--- config.mk ---
export PLATFORM = sky130hd
export DESIGN_NAME = sopMacrocell
export DESIGN_NICKNAME = d
export VERILOG_FILES = /design/src/rtl/sopMacrocellPkg.sv /design/src/rtl/sopMacrocellCtrl.sv /design/src/rtl/sopMacrocellDp.sv /design/src/rtl/sopMacrocell.sv
export SDC_FILE = /design/constraint.sdc
export NUM_CORES = 1
export LEC_CHECK = 0
export ABC_AREA = 1
export BUFFER_PORTS_ARGS = -buffer_cell sky130_fd_sc_hd__buf_2
export CORE_AREA = 2 2 39 41
export DETAILED_ROUTE_END_ITERATION = 12
export DIE_AREA = 0 0 41 43
export PLACE_DENSITY = 0.42
export SLEW_MARGIN = 20
export SYNTH_ARGS = -nofsm -noshare
export SYNTH_HDL_FRONTEND = slang
export SYNTH_SLANG_ARGS = --single-unit
--- constraint.sdc ---
create_clock -name clk -period 1.41 [get_ports clk]
set_clock_uncertainty 0.1 [all_clocks]
set_input_delay 0.0705 -clock clk [delete_from_list [all_inputs] [get_ports clk]]
set_output_delay 0.0705 -clock clk [all_outputs]
set_load 0.02 [all_outputs]
--- src/rtl/sopMacrocellPkg.sv ---
package sopMacrocellPkg;

  typedef enum logic [1:0] {
    MODE_REG    = 2'b00,
    MODE_CPLX   = 2'b01,
    MODE_SIMP   = 2'b10,
    MODE_SIMP_B = 2'b11
  } macroMode_t;

  typedef enum logic [1:0] {
    POS_INNER  = 2'd0,
    POS_EDGE   = 2'd1,
    POS_CENTER = 2'd2
  } cellPos_t;

  // strobes from the control decode to the datapath
  typedef struct packed {
    logic selFullSum;
    logic regPath;
    logic oeFromPin;
    logic oeFromTerm;
    logic oeForceOn;
    logic fbFromReg;
    logic fbBlocked;
    logic invertOut;
  } mcStrobes_t;

endpackage

--- src/rtl/sopMacrocellCtrl.sv ---
module sopMacrocellCtrl
  import sopMacrocellPkg::*;
#(
  parameter cellPos_t CELL_POS = POS_INNER
) (
  input  logic [1:0]  mode,
  input  logic [1:0]  cellFn,
  input  logic        activeHigh,
  output mcStrobes_t  strobes
);

  logic isReg;
  logic isCplx;
  logic isSimp;
  logic forceOut;
  logic cellIsInput;
  logic regPath;

  assign isReg  = (mode == MODE_REG);
  assign isCplx = (mode == MODE_CPLX);
  assign isSimp = mode[1];

  // position-dependent restrictions picked at build time
  generate
    if (CELL_POS == POS_EDGE) begin : g_edge
      assign forceOut = isCplx;
    end else if (CELL_POS == POS_CENTER) begin : g_center
      assign forceOut = isSimp;
    end else begin : g_inner
      assign forceOut = 1'b0;
    end
  endgenerate

  assign cellIsInput = cellFn[1] & ~forceOut;
  assign regPath     = isReg & (cellFn == 2'b00);

  always_comb begin
    strobes.selFullSum = isSimp | regPath;
    strobes.regPath    = regPath;
    strobes.oeFromPin  = regPath;
    strobes.oeFromTerm = ~isSimp & ~regPath & ~cellIsInput;
    strobes.oeForceOn  = isSimp & ~cellIsInput;
    strobes.fbFromReg  = regPath;
    strobes.fbBlocked  = forceOut;
    strobes.invertOut  = ~activeHigh;
  end

endmodule

--- src/rtl/sopMacrocellDp.sv ---
module sopMacrocellDp
  import sopMacrocellPkg::*;
#(
  parameter int NUM_PT = 8
) (
  input  logic              clk,
  input  logic              rst,
  input  mcStrobes_t        strobes,
  input  logic [NUM_PT-1:0] ptIn,
  input  logic              oeGlobal,
  input  logic              padIn,
  output logic              padOut,
  output logic              padOe,
  output logic              fbOut
);

  localparam int PART_W = NUM_PT - 1;

  logic              sumFull;
  logic              sumPart;
  logic              oeTerm;
  logic              sumSel;
  logic              combOut;
  logic              stateQ;
  logic [PART_W-1:0] partTerms;

  assign partTerms = ptIn[PART_W-1:0];
  assign oeTerm    = ptIn[NUM_PT-1];
  assign sumFull   = |ptIn;
  assign sumPart   = |partTerms;

  always_ff @(posedge clk or posedge rst) begin
    if (rst) stateQ <= 1'b0;
    else     stateQ <= sumFull;
  end

  assign sumSel  = strobes.selFullSum ? sumFull : sumPart;
  assign combOut = sumSel ^ strobes.invertOut;

  always_comb begin
    padOut = strobes.regPath ? ~stateQ : combOut;

    if (strobes.oeFromPin)       padOe = oeGlobal;
    else if (strobes.oeFromTerm) padOe = oeTerm;
    else                         padOe = strobes.oeForceOn;

    if (strobes.fbBlocked)       fbOut = 1'b0;
    else if (strobes.fbFromReg)  fbOut = stateQ;
    else                         fbOut = padIn;
  end

endmodule

--- src/rtl/sopMacrocell.sv ---
module sopMacrocell
  import sopMacrocellPkg::*;
#(
  parameter int       NUM_PT   = 8,
  parameter cellPos_t CELL_POS = POS_INNER
) (
  input  logic              clk,
  input  logic              rst,
  input  logic [1:0]        mode,
  input  logic [1:0]        cellFn,
  input  logic              activeHigh,
  input  logic [NUM_PT-1:0] ptIn,
  input  logic              oeGlobal,
  input  logic              padIn,
  output logic              padOut,
  output logic              padOe,
  output logic              fbOut
);

  mcStrobes_t strobes;

  sopMacrocellCtrl #(.CELL_POS(CELL_POS)) ctrl_i (
    .mode       (mode),
    .cellFn     (cellFn),
    .activeHigh (activeHigh),
    .strobes    (strobes)
  );

  sopMacrocellDp #(.NUM_PT(NUM_PT)) dp_i (
    .clk      (clk),
    .rst      (rst),
    .strobes  (strobes),
    .ptIn     (ptIn),
    .oeGlobal (oeGlobal),
    .padIn    (padIn),
    .padOut   (padOut),
    .padOe    (padOe),
    .fbOut    (fbOut)
  );

endmodule

Yosys cells after proc, flatten, opt, wreduce, memory -nomap -nowiden

Index checks and enable logic that the tools add are counted.

Register bits: 1
Bits in latches: 0
Bits in writable memories: 0
Bits in read-only memories: 0
Word-level logic and storage cells: 21
Memories kept: 0

Add/subtract/negate cells: 0
Multiply operators: 0
Div/mod/pow operators: 0
$lt $le $gt $ge: 0
Equality and inequality tests: 0
Shift operators: 0
Multiplexer cells: 5
Bitwise gates (word level): 11
Reductions and logical operators: 4

Operators by type and width:

| kind            | count |
|---|---|
| $reduce_or 8->1 | 1 |
| $reduce_or 7->1 | 1 |
| $mux 1          | 5 |
| $not 1->1       | 5 |
| $and 1x1->1     | 4 |
| $logic_not 2->1 | 2 |
| $or 1x1->1      | 1 |
| $xor 1x1->1     | 1 |

Depth between registers and ports, before layout

Gate-level depths: netlist of run 1.

Word-level depth: 7
Depth in mapped cells: 9
Mapped depth without buffers: 9

Modules after synthesis

Synthesis of run 1 repeated with hierarchy kept, for this count alone.

Cell total of the unflattened synthesis: 44
Area, all modules: 224.0 um^2

Modules (own cells, without submodules):

| module           | instances | cells an instance | area each (um^2) | seq. area each (um^2) |
|---|---|---|---|---|
| sopMacrocellDp   | 1         | 30                | 153.9            | 25.0 |
| sopMacrocellCtrl | 1         | 14                | 70.1             | 0.0 |

Worst setup path before layout of run 1

Ideal clock, no wire load.

Kind: input-to-output
Start point: in mode[1]
End point: out padOe
Arrival: 834 ps
Data required time: 1,240 ps
Path slack: 405 ps
Stages: 5
Buffers on the path: 0
Cell sequence: nor2_2 nand2_2 nand2_2 nor2_1 nor3_1

Longest elaborated chain between the ends: 7

RTL lines:

| item                     | RTL line               | RTL |
|---|---|---|
| from (decl)              | sopMacrocell.sv:9      | `input logic [1:0] mode,` |
| $logic_not 2->1          | sopMacrocellCtrl.sv:19 | `assign isReg = (mode == MODE_REG);` |
| $and 1x1->1              | sopMacrocellCtrl.sv:35 | `assign regPath = isReg & (cellFn == 2'b00);` |
| $not 1->1                | sopMacrocellCtrl.sv:41 | `strobes.oeFromTerm = ~isSimp & ~regPath & ~cellIsInput;` |
| $and 1x1->1 (2 in a row) | sopMacrocellCtrl.sv:41 |  |
| $mux 1                   | sopMacrocellDp.sv:44   | `else if (strobes.oeFromTerm) padOe = oeTerm;` |
| $mux 1 *                 | sopMacrocellDp.sv:43   | `if (strobes.oeFromPin) padOe = oeGlobal;` |
| to (decl)                | sopMacrocell.sv:16     | `output logic padOe,` |

Mark *: on every way between the ends. The rest lies on a longest branch, timed or not.

Final worst setup path of run 1

Start point: in mode[1]
End point: out padOut

Longest elaborated chain between the ends: 6

RTL lines:

| item            | RTL line               | RTL |
|---|---|---|
| $logic_not 2->1 | sopMacrocellCtrl.sv:19 |  |
| $and 1x1->1     | sopMacrocellCtrl.sv:35 |  |
| $or 1x1->1      | sopMacrocellCtrl.sv:38 | `strobes.selFullSum = isSimp \| regPath;` |
| $mux 1          | sopMacrocellDp.sv:37   | `assign sumSel = strobes.selFullSum ? sumFull : sumPart;` |
| $xor 1x1->1     | sopMacrocellDp.sv:38   | `assign combOut = sumSel ^ strobes.invertOut;` |
| $mux 1 *        | sopMacrocellDp.sv:41   | `padOut = strobes.regPath ? ~stateQ : combOut;` |
| to (decl)       | sopMacrocell.sv:15     | `output logic padOut,` |

Marks and branches as above.

==> impl_metrics.yaml, run 1 <==
logic_synthesis:
  synth_top_family_by_area: "simple AND/OR/NAND/NOR gates"
  synth_compound_area_share_pct: 6.28
  synth_seq_cells: 1
  ys_seq_area_share_pct: 10.5
  synth_cell_type_count: 12
  synthesis.nets: 66
  synth_warnings: 0
  synth_xor_area_share_pct: 0
  synth_cells: 49
  synthMuxAreaShare_pct: 0
  syn-cell-area_sq_um: 239
  avgSynthCellArea_sq_um: 4.88
  synth-simple-area-share_pct: 62.8
  synth-adder-area-share_pct: 0
layout:
  num_antenna_cells: 0
  register_area_sq_um: 25.0
  drive_gt1_share_pct: 39.1
  syn_to_final_growth_pct: 52.4
  nets: 88
  nFillCells: 167
  largest_register_ffs: 1
  finalInstanceArea_sq_um: 364
  multi_input_area_sq_um: 165
  top_register: "dp_i.stateQ"
  top_regs: "dp_i.stateQ: 1 flops"
worst_setup_path:
  crit_path_end_kind: "output port"
  critPathRequiredTime_ns: 1.24
  crit_arrival_ns: 0.92
  startpoint_type: "primary input"
  critPathKind: "in2out"
  critPathMaxFanout: 5
clocking:
  post_cts_buffers: 0
  path_clk_slew_ns: 0
power_and_ir_drop:
  powerDensity_nw_per_um2: 301
  ir_drop_uv: 109
  leakage_nw: 0.223
timing:
  setup_viol: 0
  finalSetupTns_ns: 0
  tightest_slew_ns: 0.205
  rsz0062_at_grt: "false"
  timing.fmax_ghz: 0.915
  period_needed_ns: 1.09
  relSlewSlack_pct: 86.3
  finalCritPeriodShare_pct: 77.6
  drv_slew: 0
  hold_viol_final: 0
route:
  routedWlPerCell_um: 5.95
  vias: 303
  routed_via_density: 3.56
  drt-total-wl_um: 506
  drtAntennaViolNets: 0
  drc_errors: 0
  drt_iter0_markers: 3
  dr.pass1.iters: 2
place:
  placedInstanceArea_sq_um: 354
  hpwl_um: 479
  port_buffers: 19
  place_congestion: 0.611
die:
  die_w_um: 41
  dieArea_sq_um: 1760
  start_util_pct: 17.3
  pin_count: 20
  core_area_sq_um: 1380
  fp-row-count: 14
  die_y_um: 43
global_routing:
  grt_overflow: 0
  grt_util_all_layers_pct: 5.21
  grt_max_degree: 6
  grt_pass1_wl_um: 703
  antenna_found_initial: 0
  grt_pass1_vias: 226
job:
  drv_cap: 0
hold_path:
  min_path_type: "in2reg"
status:
  outcome: "complete, no violations"
==> cells by family after synthesis <==
family	Yosys count
DFF	1
AOI/OAI and AO/OA	3
and+or+nand+nor	32
buffers and inverters	13
==> metal layers <==
| layer | GRT usage, % | vias up | part of all wire, % |
|---|---|---|---|
| met3 | 0 | 0 | 9.3 |
| met4 | 0 | 0 | 0 |
| li1 | - | 182 | - |
| met2 | 9.69 | 13 | 41 |
| met1 | 6.69 | 108 | 50 |
| met5 | 0 | - | 0 |
==> final cells by class <==
cell class                 instances  area share, %
timing repair buffer              20           28.9
multi-input combinational         35           45.4
sequential                         1           6.87
inverter                          13           13.4
tap                               16           5.50
==> synth_stat cells <==
library cell  instances  area (sq um)
a21oi_1               1          5.00
dfrtp_1               1          25.0
inv_1                13          48.8
nand2_1              13          48.8
nand2_2               3          18.8
nand3_1               3          15.0
nor2_1                7          26.3
nor2_2                4          25.0
nor2_4                1          11.3
nor3_1                1          5.00
o21ai_0               1          5.00
o21ai_1               1          5.00
==> per-stage QoR <==
step	util, %	hold WS (ns)	worst slack [ns]	total power (W)	instances
after floorplan	-	-0.301	0.405	0.0000698	49
after global placement	25.6	-0.195	0.292	0.000108	84
after detailed placement	25.6	-0.191	0.310	0.000109	84
after CTS	26.3	0.301	0.306	0.000111	85
after global routing	26.3	0.331	0.190	0.000120	85
final	26.3	0.294	0.317	0.000110	85
==> what timing repair did <==
action | CTS | global route
hold endpoints to repair | 1 | 0
resized for setup | 0 | 0
hold buffers | 1 | 0
==> worst max-delay path, cell delays in order <==
cell	delay [ns]
buf_2	0.12
nor2_2	0.13
nand2_2	0.10
nand2_2	0.09
o21ai_1	0.06
nand3_1	0.06
nand2_1	0.05
nand2_1	0.05
nand2_1	0.04
buf_2	0.15
==> cells in the final DEF (no fill, tap or decap) <==
cell	n
buf_2	19
dfrtp_1	1
o21ai_0	1
nor2_1	7
nor3_1	1
nand3_1	3
a21oi_1	1
nor2_4	1
o21ai_1	1
nor2_2	4
inv_1	13
dlygate4sd3_1	1
nand2_2	3
nand2_1	13
==> final timing paths <==
path	start	to	slack, ns	cells past startpoint
worst max-delay path	mode[1]	padOut	0.32	10
worst min-delay path	ptIn[4]	dp_i.stateQ	0.29	5
max in group asynchronous	rst	dp_i.stateQ	0.77	3
min in group asynchronous	rst	dp_i.stateQ	0.35	3
==> power by group <==
part / internal [W] / switching (W) / leakage, nW / total [W]
clock network: 0 / 0 / 0 / 0
registers: 0.0000293 / 0.0000000180 / 0.00877 / 0.0000293
logic: 0.0000366 / 0.0000438 / 0.215 / 0.0000804
total: 0.0000659 / 0.0000438 / 0.223 / 0.000110
Note: power is estimated with default switching activity, not from simulation.
==> run 2: changes to the inputs <==
--- a/config.mk
+++ b/config.mk
@@ -10,7 +10,7 @@
 export CORE_AREA = 2 2 39 41
 export DETAILED_ROUTE_END_ITERATION = 12
 export DIE_AREA = 0 0 41 43
-export PLACE_DENSITY = 0.42
+export PLACE_DENSITY = 0.43
 export SLEW_MARGIN = 20
 export SYNTH_ARGS = -nofsm -noshare
 export SYNTH_HDL_FRONTEND = slang
==> constraint.sdc (replaced) <==
create_clock -name clk -period 0.9 [get_ports clk]
set_clock_uncertainty 0.1 [all_clocks]
set_input_delay 0.045 -clock clk [delete_from_list [all_inputs] [get_ports clk]]
set_output_delay 0.045 -clock clk [all_outputs]
set_load 0.02 [all_outputs]
==> run 2 against run 1 <==
Critical path depth unchanged. Global-route usage up 2.6 points. Cell count rose by 11%. Largest cell class is now buffers. The run now ends with negative setup slack left. Via count increased by 23%. Setup slack got worse by 0.41 ns. Hold slack better by 0.010 ns. Highest routed layer unchanged. Critical endpoint unchanged. Sequential cell count unchanged. Sequential power up 57%. Utilization increased by 15 points. Power up 130%. Cell area grew 58%. First-iteration DRC count decreased by 100%.
==> impl_metrics.yaml, run 2 (synthesis results as in run 1) <==
status:
  outcome: "finished, violations left"
  violations: "negative setup slack"
layout:
  nFillCells: 151
  syn_to_final_growth_pct: 140
  drive_gt1_share_pct: 59.0
  largest_register_ffs: 1
  top_register: "dp_i.stateQ"
  mostFrequentLayoutCells: "inv_1, nand2_1, buf_6, buf_4, buf_2"
  nets: 97
  mostFrequentLayoutCell: "inv_1"
  fin_util_pct: 41.5
  top_regs: "dp_i.stateQ: 1 flops"
  finalInstanceArea_sq_um: 574
  num_antenna_cells: 0
power_and_ir_drop:
  powerDensity_nw_per_um2: 444
  leakage_nw: 0.316
  ir_drop_uv: 147
  total_power_w: 0.000255
global_routing:
  grt_pass1_vias: 306
  grt_use_met3_pct: 1.05
  grt_overflow: 0
  use_met1_pct: 9.87
  grt_max_degree: 5
  top_usage_layer: "met2"
  grtUsageMet2_pct: 14.1
  grt_pass1_wl_um: 1060
  grt_util_all_layers_pct: 7.81
  antenna_found_initial: 0
job:
  drv_cap: 0
timing:
  whs_ns: 0.304
  setup_viol: 3
  period_needed_ns: 0.996
  rsz0062_at_grt: "true"
  hold_viol_final: 0
  drv_slew: 0
  timing.final.ws_setup_ns: -0.0957
  finalCritPeriodShare_pct: 111
  finalSetupTns_ns: -0.151
  relSlewSlack_pct: 87.9
  tightest_slew_ns: 0.181
  timing.fmax_ghz: 1.00
place:
  port_buffers: 19
  placedInstanceArea_sq_um: 404
  hpwl_um: 519
  place_congestion: 0.693
worst_setup_path:
  worst_path_most_repeated_cell: "nand2_1"
  startpoint_type: "primary input"
  slowest_stage: "buf_6"
  max_stage_delay_ns: 0.13
  critPathRequiredTime_ns: 0.75
  critPathKind: "in2out"
  critPathMaxFanout: 3
  startpoint: "cellFn[1]"
  crit_path_end_kind: "output port"
  crit_chain: "buf_6 -> nor2_4 -> nand2_2 -> nand2_4 -> o21ai_2 -> nand3_1 -> nand2_1 -> nand2_1 -> nand2_1 -> buf_6"
  crit_arrival_ns: 0.85
route:
  drtAntennaViolNets: 0
  drt_iter0_markers: 0
  routed_via_density: 3.96
  routedWlPerCell_um: 7.18
  drc_errors: 0
  dr.pass1.iters: 1
  vias: 372
  drt-total-wl_um: 675
die:
  pin_count: 20
  die_w_um: 41
  dieArea_sq_um: 1760
  core_area_sq_um: 1380
  start_util_pct: 17.3
  fp-row-count: 14
  die_y_um: 43
hold_path:
  hp-start: "padIn"
  min_path_type: "in2out"
==> run 2: per-stage QoR <==
step                cells  setup slack (ns)
floorplan              49            0.0806
global placement       90            -0.157
detailed placement     90            -0.142
CTS                    93           -0.0957
global route           94            -0.173
finish                 94           -0.0957
==> run 2: repair_timing <==
item,4_1_cts,5_1_grt
hold endpoints to repair,1,0
setup buffers,2,3
pin swaps,7,12
endpoints found under the setup margin,3,4
hold buffers,1,0
resized for setup,11,23
==> run 2: where the power goes <==
part	switching (W)	total (W)	internal, W
Sequential	0.0000000310	0.0000460	0.0000459
Clock	0	0	0
Combinational	0.0000914	0.000209	0.000118
==> run 2: final timing paths <==
check                      depth (start not counted)  slack (ns)           to
worst max-delay path                              10        -0.1       padOut
worst min-delay path                               4        0.30        fbOut
max in group asynchronous                          3        0.29  dp_i.stateQ
min in group asynchronous                          3        0.32  dp_i.stateQ
==> run 2: final cells by class <==
class	instances	area, sq um	area share, %
multi-input combinational	35	229	39.9
sequential	1	25.0	4.36
tap	16	20.0	3.49
inverter	13	48.8	8.50
timing repair buffer	29	251	43.8
==> run 2: critical path, delay by kind of cell <==
family / cells / cell delay (ns)
AND/OR/NAND/NOR: 7 / 0.54
buffers and inverters: 2 / 0.23
AO/OA/AOI/OAI: 1 / 0.05
==> run 2: layer usage <==
layer  vias up  part of all wire, %
li1        199                    -
met1       162                   38
met2        11                   54
met3         0                  7.9
met4         0                    0
met5         -                    0
